`config.mk`:
```
export PLATFORM = sky130hd
export DESIGN_NAME = dual_sclk_div
export DESIGN_NICKNAME = d
export VERILOG_FILES = /design/src/rtl/dual_sclk_div_pkg.sv /design/src/rtl/dual_sclk_halfcalc.sv /design/src/rtl/dual_sclk_counter.sv /design/src/rtl/dual_sclk_div.sv
export SDC_FILE = /design/constraint.sdc
export NUM_CORES = 1
export LEC_CHECK = 0
export BUFFER_PORTS_ARGS = -buffer_cell sky130_fd_sc_hd__buf_4
export CELL_PAD_IN_SITES_DETAIL_PLACEMENT = 1
export CELL_PAD_IN_SITES_GLOBAL_PLACEMENT = 1
export CORE_UTILIZATION = 42
export CTS_CLUSTER_SIZE = 30
export DETAILED_ROUTE_END_ITERATION = 8
export MAX_ROUTING_LAYER = met4
export PLACE_DENSITY = 0.83
export SETUP_SLACK_MARGIN = 0.4
export SYNTH_ARGS = -nofsm -noshare
export SYNTH_HDL_FRONTEND = slang
export SYNTH_SLANG_ARGS = --single-unit
```
`constraint.sdc`:
```
create_clock -name clk -period 2.2 [get_ports clk]
set_input_delay 0.33 -clock clk [delete_from_list [all_inputs] [get_ports clk]]
set_output_delay 0.33 -clock clk [all_outputs]
set_load 0.01 [all_outputs]
```
`src/rtl/dual_sclk_div_pkg.sv`:
```
package dual_sclk_div_pkg;

    typedef enum logic [1:0] {
        ST_IDLE       = 2'd0,
        ST_LEAD_HALF  = 2'd1,
        ST_TRAIL_HALF = 2'd2
    } sclk_state_e;

    function automatic int unsigned wider_of(input int unsigned a, input int unsigned b);
        return (a > b) ? a : b;
    endfunction

endpackage

```
`src/rtl/dual_sclk_halfcalc.sv`:
```
// Turns the divider word into the reload value of the half-period counter
// (half-period length minus one, in module clock cycles).
module dual_sclk_halfcalc #(
    parameter int LIN_W  = 8,
    parameter int EXP_W  = 4,
    parameter int HALF_W = 14
) (
    input  logic [LIN_W+EXP_W:0] cfg_i,
    output logic [HALF_W-1:0]    reload_o
);
    localparam int MODE_BIT = LIN_W + EXP_W;

    logic               lin_mode;
    logic [LIN_W-1:0]   lin_n;
    logic [EXP_W-1:0]   exp_m;
    logic [HALF_W-1:0]  one_v;
    logic [HALF_W-1:0]  pow_half;

    assign lin_mode = cfg_i[MODE_BIT];
    assign lin_n    = cfg_i[LIN_W-1:0];
    assign exp_m    = cfg_i[LIN_W+EXP_W-1:LIN_W];
    assign one_v    = HALF_W'(1);

    always_comb begin
        if (exp_m == '0) begin
            // a zero exponent is served as division by two
            pow_half = one_v;
        end else begin
            pow_half = one_v << (exp_m - EXP_W'(1));
        end
    end

    generate
        if (HALF_W > LIN_W) begin : g_lin_pad
            always_comb begin
                reload_o = lin_mode ? {{(HALF_W-LIN_W){1'b0}}, lin_n} : (pow_half - one_v);
            end
        end else begin : g_lin_fit
            always_comb begin
                reload_o = lin_mode ? HALF_W'(lin_n) : (pow_half - one_v);
            end
        end
    endgenerate

endmodule

```
`src/rtl/dual_sclk_counter.sv`:
```
// Down counter for one half period; reloads on request, else counts to zero.
module dual_sclk_counter #(
    parameter int HALF_W = 14
) (
    input  logic              clk,
    input  logic              rst_n,
    input  logic              load_i,
    input  logic [HALF_W-1:0] load_val_i,
    output logic              zero_o
);
    logic [HALF_W-1:0] cnt_q;

    always_ff @(posedge clk or negedge rst_n) begin
        if (!rst_n) begin
            cnt_q <= '0;
        end else if (load_i) begin
            cnt_q <= load_val_i;
        end else if (cnt_q != '0) begin
            cnt_q <= cnt_q - HALF_W'(1);
        end
    end

    assign zero_o = (cnt_q == '0);

endmodule

```
`src/rtl/dual_sclk_div.sv`:
```
module dual_sclk_div #(
    parameter int LIN_W = 8,
    parameter int EXP_W = 4
) (
    input  logic                 clk,
    input  logic                 rst_n,
    input  logic                 run,
    input  logic [LIN_W+EXP_W:0] div_cfg,
    output logic                 sclk,
    output logic                 lead_stb,
    output logic                 trail_stb
);
    import dual_sclk_div_pkg::*;

    localparam int EXP_HALF_W = (1 << EXP_W) - 2;
    localparam int HALF_W     = int'(wider_of(LIN_W, wider_of(EXP_HALF_W, 1)));

    sclk_state_e       state_q, state_d;
    logic [HALF_W-1:0] reload_val;
    logic              half_done;
    logic              cnt_load;
    logic              sclk_q, lead_q, trail_q;

    dual_sclk_halfcalc #(
        .LIN_W  (LIN_W),
        .EXP_W  (EXP_W),
        .HALF_W (HALF_W)
    ) i_halfcalc (
        .cfg_i    (div_cfg),
        .reload_o (reload_val)
    );

    dual_sclk_counter #(
        .HALF_W (HALF_W)
    ) i_counter (
        .clk        (clk),
        .rst_n      (rst_n),
        .load_i     (cnt_load),
        .load_val_i (reload_val),
        .zero_o     (half_done)
    );

    // next-state logic
    always_comb begin
        state_d = state_q;
        unique case (state_q)
            ST_IDLE: begin
                if (run) state_d = ST_LEAD_HALF;           // START
            end
            ST_LEAD_HALF: begin
                if (!run)          state_d = ST_IDLE;      // STOP
                else if (half_done) state_d = ST_TRAIL_HALF; // TO_TRAIL
            end
            ST_TRAIL_HALF: begin
                if (!run)          state_d = ST_IDLE;      // STOP
                else if (half_done) state_d = ST_LEAD_HALF;  // TO_LEAD
            end
            default: state_d = ST_IDLE;
        endcase
    end

    // a new half begins whenever an active state is entered afresh
    assign cnt_load = (state_d != ST_IDLE) && (state_d != state_q);

    // state register
    always_ff @(posedge clk or negedge rst_n) begin
        if (!rst_n) begin
            state_q <= ST_IDLE;
        end else begin
            state_q <= state_d;
        end
    end

    // registered outputs
    always_ff @(posedge clk or negedge rst_n) begin
        if (!rst_n) begin
            sclk_q  <= 1'b0;
            lead_q  <= 1'b0;
            trail_q <= 1'b0;
        end else begin
            sclk_q  <= (state_d == ST_LEAD_HALF);
            lead_q  <= (state_d == ST_LEAD_HALF) && (state_q != ST_LEAD_HALF);
            trail_q <= (state_d == ST_TRAIL_HALF) && (state_q == ST_LEAD_HALF);
        end
    end

    assign sclk      = sclk_q;
    assign lead_stb  = lead_q;
    assign trail_stb = trail_q;

endmodule

```
**Yosys cells after proc, flatten, opt, wreduce, memory -nomap -nowiden**

Cells that the tools add are included.

- Register bits after elaboration: 19
- Bits of input ports: 16

- $add $sub $neg: 3
- Equality and inequality tests: 6
- Shift operators: 1
- Mux-type cells: 10
- Reduce and logical (&&, ||, !) cells: 9

Operator list:

| kind | count |
|---|---|
| $mux W14 | 4 |
| $sub A14 B1 Y14 const B | 2 |
| $logic_not A14 Y1 | 1 |
| $reduce_bool A14 Y1 | 1 |
| $shl A1 B4 Y14 const A | 1 |
| $mux W2 | 5 |
| $pmux W2 S3 | 1 |
| $eq A2 B1 Y1 const B | 2 |
| $eq A2 B2 Y1 const B | 2 |
| $logic_not A4 Y1 | 1 |
| $reduce_bool A2 Y1 | 2 |
| $sub A4 B1 Y4 const B | 1 |
| $logic_and A1 B1 Y1 | 3 |
| $logic_not A2 Y1 | 1 |
| $ne A2 B1 Y1 const B | 1 |
| $ne A2 B2 Y1 | 1 |

**Depth between registers and ports, before layout**

- Depth in word-level cells: 7
- Depth in mapped cells: 9
- Mapped depth without buffers: 8

**Cells and area by module**

From an unflattened synthesis, not the netlist that was laid out.

- Cell total of the unflattened synthesis: 159
- Area total of the unflattened synthesis: 1432.6 µm²

By module, submodules not included:

| module | instances | cells an instance | area each (µm²) |
|---|---|---|---|
| dual_sclk_counter | 1 | 77 | 825.8 |
| dual_sclk_halfcalc | 1 | 65 | 404.1 |
| dual_sclk_div | 1 | 17 | 202.7 |

**Worst setup path after synthesis**

Ideal clock, no wire load.

- Kind: in2reg
- Start: input port div_cfg[11]
- End: register i_counter.cnt_q[1]
- Data arrival time: 1.674 ns
- Slack: 0.400 ns
- Stages: 7
- Path buffers: 1
- Cell sequence: clkbuf_1 -> or3_1 -> ha_1 -> inv_1 -> mux2i_1 -> o22ai_1 -> a221o_1

- Cells in the longest elaborated chain, start to end: 6
- Elaborated cells on any way between the ends: 7
- Those cells by class: 2 x add/sub; 1 x shift; 3 x mux; 1 x reduce/logical

RTL lines:

| item | RTL line | RTL |
|---|---|---|
| start: declaration | dual_sclk_div.sv:8 | `input logic [LIN_W+EXP_W:0] div_cfg,` |
| $sub A4 B1 Y4 | dual_sclk_halfcalc.sv:29 | `pow_half = one_v << (exp_m - EXP_W'(1));` |
| $shl A1 B4 Y14 | dual_sclk_halfcalc.sv:29 |  |
| $mux W14 * | dual_sclk_halfcalc.sv:25 | `if (exp_m == '0) begin` |
| $sub A14 B1 Y14 * | dual_sclk_halfcalc.sv:36 | `reload_o = lin_mode ? {{(HALF_W-LIN_W){1'b0}}, lin_n} : (pow_half - one_v);` |
| $mux W14 * | dual_sclk_halfcalc.sv:36 |  |
| $mux W14 * | dual_sclk_counter.sv:16 | `end else if (load_i) begin` |
| end signal: assignment | dual_sclk_counter.sv:17 | `cnt_q <= load_val_i;` |
| end signal: assignment | dual_sclk_counter.sv:19 | `cnt_q <= cnt_q - HALF_W'(1);` |
| end: declaration | dual_sclk_counter.sv:11 | `logic [HALF_W-1:0] cnt_q;` |

Mark *: on every way between the ends. The rest lies on a longest branch, timed or not.
A chain may end at the register's enable or synchronous reset.

**Worst setup path in the final report**

- Start: register i_counter.cnt_q[1]
- End: register i_counter.cnt_q[1]

- Cells in the longest elaborated chain, start to end: 7
- Elaborated cells on any way between the ends: 14
- Those cells by class: 1 x add/sub; 1 x eq/ne; 7 x mux; 5 x reduce/logical

RTL lines:

| item | RTL line | RTL |
|---|---|---|
| $logic_not A14 Y1 | dual_sclk_counter.sv:23 | `assign zero_o = (cnt_q == '0);` |
| $mux W2, on equally long branches | dual_sclk_div.sv:56, dual_sclk_div.sv:52 |  |
| $mux W2, on equally long branches | dual_sclk_div.sv:55, dual_sclk_div.sv:51 |  |
| $pmux W2 S3 | dual_sclk_div.sv:46 | `unique case (state_q)` |
| $ne A2 B2 Y1 or $reduce_bool A2 Y1 (tied branches) | dual_sclk_div.sv:63 | `assign cnt_load = (state_d != ST_IDLE) && (state_d != state_q);` |
| $logic_and A1 B1 Y1 | dual_sclk_div.sv:63 |  |
| $mux W14 or $reduce_bool A2 Y1 (tied branches) | n/a |  |

Parallel ways exist; a longest one is shown, timed or not. The select of a mux whose other input is x is not followed.

==> impl_metrics.json <==
{
  "status": "completed",
  "drv_slew": 0,
  "root_buffer": "clkbuf_4",
  "power_density_mw_per_mm2": 971,
  "grtUsageTotal_pct": 24.7,
  "synth_edf_count": 0,
  "antenna_found_initial": 0,
  "cts.clk_slew.worst_paths_ps": 130,
  "finalHoldViolCount": 0,
  "ys_seq_elements": 19,
  "async_reset_ff_share_pct": 100,
  "crit_family": "simple AND/OR/NAND/NOR gates",
  "ys_types": 49,
  "hp-class": "in -> reg",
  "wirelength_um": 4140,
  "setup_violations": 0,
  "start_kind": "flop",
  "dieArea_mm2": 0.00358,
  "rrSetupSlack_ps": 450,
  "synthSimpleGateAreaFrac_pct": 30.3,
  "timing_worst_setup_path_type": "reg -> reg",
  "ys_seq_area_share_pct": 33.9,
  "die_w_um": 59.8,
  "clk_latency_ps": 310,
  "clock-sinks": 19,
  "drtAntennaViolNets": 0,
  "synthMuxAreaShare_pct": 1.43,
  "place_inst": 223,
  "drcViolationCount": 0,
  "synth_top_family_by_area": "simple AND/OR/NAND/NOR gates",
  "yosys-top-cells-area": "dfrtp_1 34%, xnor2_1 6.2%, nand2_1 4.3%",
  "finalSetupTns_ps": 0,
  "gp_congestion": 0.851,
  "drive_gt1_share_pct": 25.1,
  "nFillCells": 399,
  "dr_total_vias": 1385,
  "io_buffers": 18,
  "required_ps": 2460,
  "synthAdderAreaFrac_pct": 1.78,
  "max-slew-margin-rel_pct": 74.0,
  "setup_ws_ps": 453,
  "dpl_worst_slack_ps": 147,
  "cp_max_fo": 4,
  "fp.dieH_um": 59.8,
  "cts_buffer_depth": 2,
  "synthesis.nets": 186,
  "firstDrtPassIters": 4,
  "coreArea_mm2": 0.00310,
  "syn-cell-area_mm2": 0.00140,
  "syn_avg_cell_area_um2": 8.36,
  "yosysMostFrequentCell": "dfrtp_1",
  "finClkSkew_ps": 14.3,
  "synth_common_cells": "19 x dfrtp_1, 16 x nand2_1, 15 x nor2_1, 11 x o21ai_0",
  "fin_nets": 210,
  "fmax_mhz": 572,
  "worst_pin_slew_ps": 390,
  "grt_pass1_vias": 1337,
  "holdWs_ps": 241,
  "max_stage_delay_ps": 440,
  "slowest_stage": "dfrtp_1",
  "yosysTopAreaCellShare_pct": 33.9,
  "rsz0062_at_grt": "false",
  "grt_first_pass_wirelength_um": 6420,
  "synth_ff_type": "dfrtp_1",
  "dp_hpwl_um": 2770,
  "diodes": 0,
  "avgRoutedWirePerCell_um": 17.6,
  "start_util_pct": 45.2,
  "synthCells": 168,
  "first_iter_violations": 60,
  "critPathCaptureType": "flop",
  "grt_overflow": 0,
  "max-cap-violations": 0,
  "syn_to_final_growth_pct": 22.1,
  "p_leak_uw": 0.000701,
  "cts_buffers": 3,
  "cts_tree": "built",
  "min_period_over_period_pct": 79.4,
  "ys_warn_count": 0,
  "h-tree-depth": 1,
  "fin_cells": 235,
  "io_pins": 19,
  "viasPerCell": 5.89,
  "synth_compound_area_share_pct": 20.0,
  "worst-path-buf-inv": 2,
  "grt_max_degree": 20,
  "rows": 20,
  "arrival_ps": 2010,
  "synth_top_cell_by_area": "dfrtp_1",
  "finalCriticalPeriod_ps": 1750,
  "irDropWorstVdd_uv": 414,
  "synth_xor_area_share_pct": 7.49,
  "path_cells": "inv_2 > ha_4 > nor4b_4 > nand4_4 > buf_6 > o22ai_1 > a221o_1"
}
==> state kept, by name, indices dropped and copies added (netlist names) <==
signal	cells
i_counter.cnt_q	14
lead_stb	1
sclk	1
state_q	2
trail_stb	1
==> cell type report <==
cell class	count	area [um2]	share of cell area (%)
Multi-Input combinational cell	134	913	53.3
Clock inverter	1	5.00	0.292
Clock buffer	3	22.5	1.31
Tap cell	44	55.1	3.21
Inverter	5	18.8	1.09
Sequential cell	19	475	27.7
Timing Repair Buffer	29	224	13.1
==> worst register-to-register path: cells and delay by family, from the launching register on <==
| family | cells | cell delay (ps) |
|---|---|---|
| AO/OA/AOI/OAI | 2 | 360 |
| flip-flops | 1 | 440 |
| AND/OR/NAND/NOR | 2 | 500 |
| buffers and inverters | 2 | 260 |
| adder cells (fa/ha/maj) | 1 | 150 |
==> cell families (layout without fill, tap and decap cells) <==
| family | Yosys count | count (layout) |
|---|---|---|
| muxes | 2 | 2 |
| and+or+nand+nor | 73 | 74 |
| adders and majority gates | 2 | 2 |
| buffers and inverters | 16 | 38 |
| DFF | 19 | 19 |
| AOI/OAI and AO/OA | 44 | 44 |
| xor gates and xnor gates | 12 | 12 |
==> power by group <==
group | internal [uW] | switching [uW] | total, uW
Clock | 67.8 | 126 | 194
Sequential | 468 | 180 | 648
Combinational | 398 | 425 | 823
Total | 933 | 731 | 1660
==> metal layers <==
metal	vias up	track usage [%]	wire length [um]	share of wire, %
li1	655	-	-	-
met1	690	32.0	1880	45
met2	40	41.6	2090	50
met3	0	3.25	179	4.3
met4	0	4.32	0	0
met5	-	-	0	0
==> worst paths after layout <==
check / from / to / cells after the start
max: i_counter.cnt_q[1] / i_counter.cnt_q[1] / 7
min: run / i_counter.cnt_q[0] / 2
max reg2reg: i_counter.cnt_q[1] / i_counter.cnt_q[1] / 7
min reg2reg: state_q[0] / lead_stb / 1
max in group asynchronous: rst_n / i_counter.cnt_q[10] / 2
min in group asynchronous: rst_n / trail_stb / 2
==> layout by cell type (no fill, tap or decap), types with 2 or more instances in the layout <==
| cell | instances |
|---|---|
| nand3_1 | 6 |
| or3_1 | 2 |
| nand3b_1 | 5 |
| nand2b_1 | 3 |
| a21boi_0 | 2 |
| mux2i_1 | 2 |
| and2_1 | 3 |
| buf_4 | 27 |
| inv_2 | 2 |
| nor2_1 | 15 |
| nand2_1 | 15 |
| o2111ai_1 | 2 |
| nor4_4 | 2 |
| o21ai_1 | 5 |
| inv_1 | 3 |
| a21oi_1 | 10 |
| xor2_1 | 2 |
| nand2_2 | 2 |
| o22ai_1 | 3 |
| dfrtp_1 | 19 |
| clkbuf_4 | 3 |
| a221o_1 | 2 |
| xnor2_1 | 10 |
| o21ai_0 | 10 |
| and3_1 | 2 |
| nor3_1 | 7 |
==> through the flow <==
step / total power, uW / cell area (um2) / utilization, %
after CTS: 1550 / 1670 / 54.0
final: 1660 / 1710 / 55.2
after detailed placement: 1280 / 1570 / 50.6
after global routing: 1760 / 1710 / 55.2
after global placement: 1240 / 1570 / 50.6
after floorplan: 1080 / 1410 / -
==> what timing repair did <==
item                                    in CTS  in global routing
pin swaps                                    2                  3
endpoints found under the setup margin      19                 18
buffers inserted                             4                  2
hold buffers                                 1                  0
gates resized for setup                      6                  8
cloned                                       1                  0
endpoints found under the hold margin       19                  0
No activity file was read; power rests on OpenSTA's default activity.
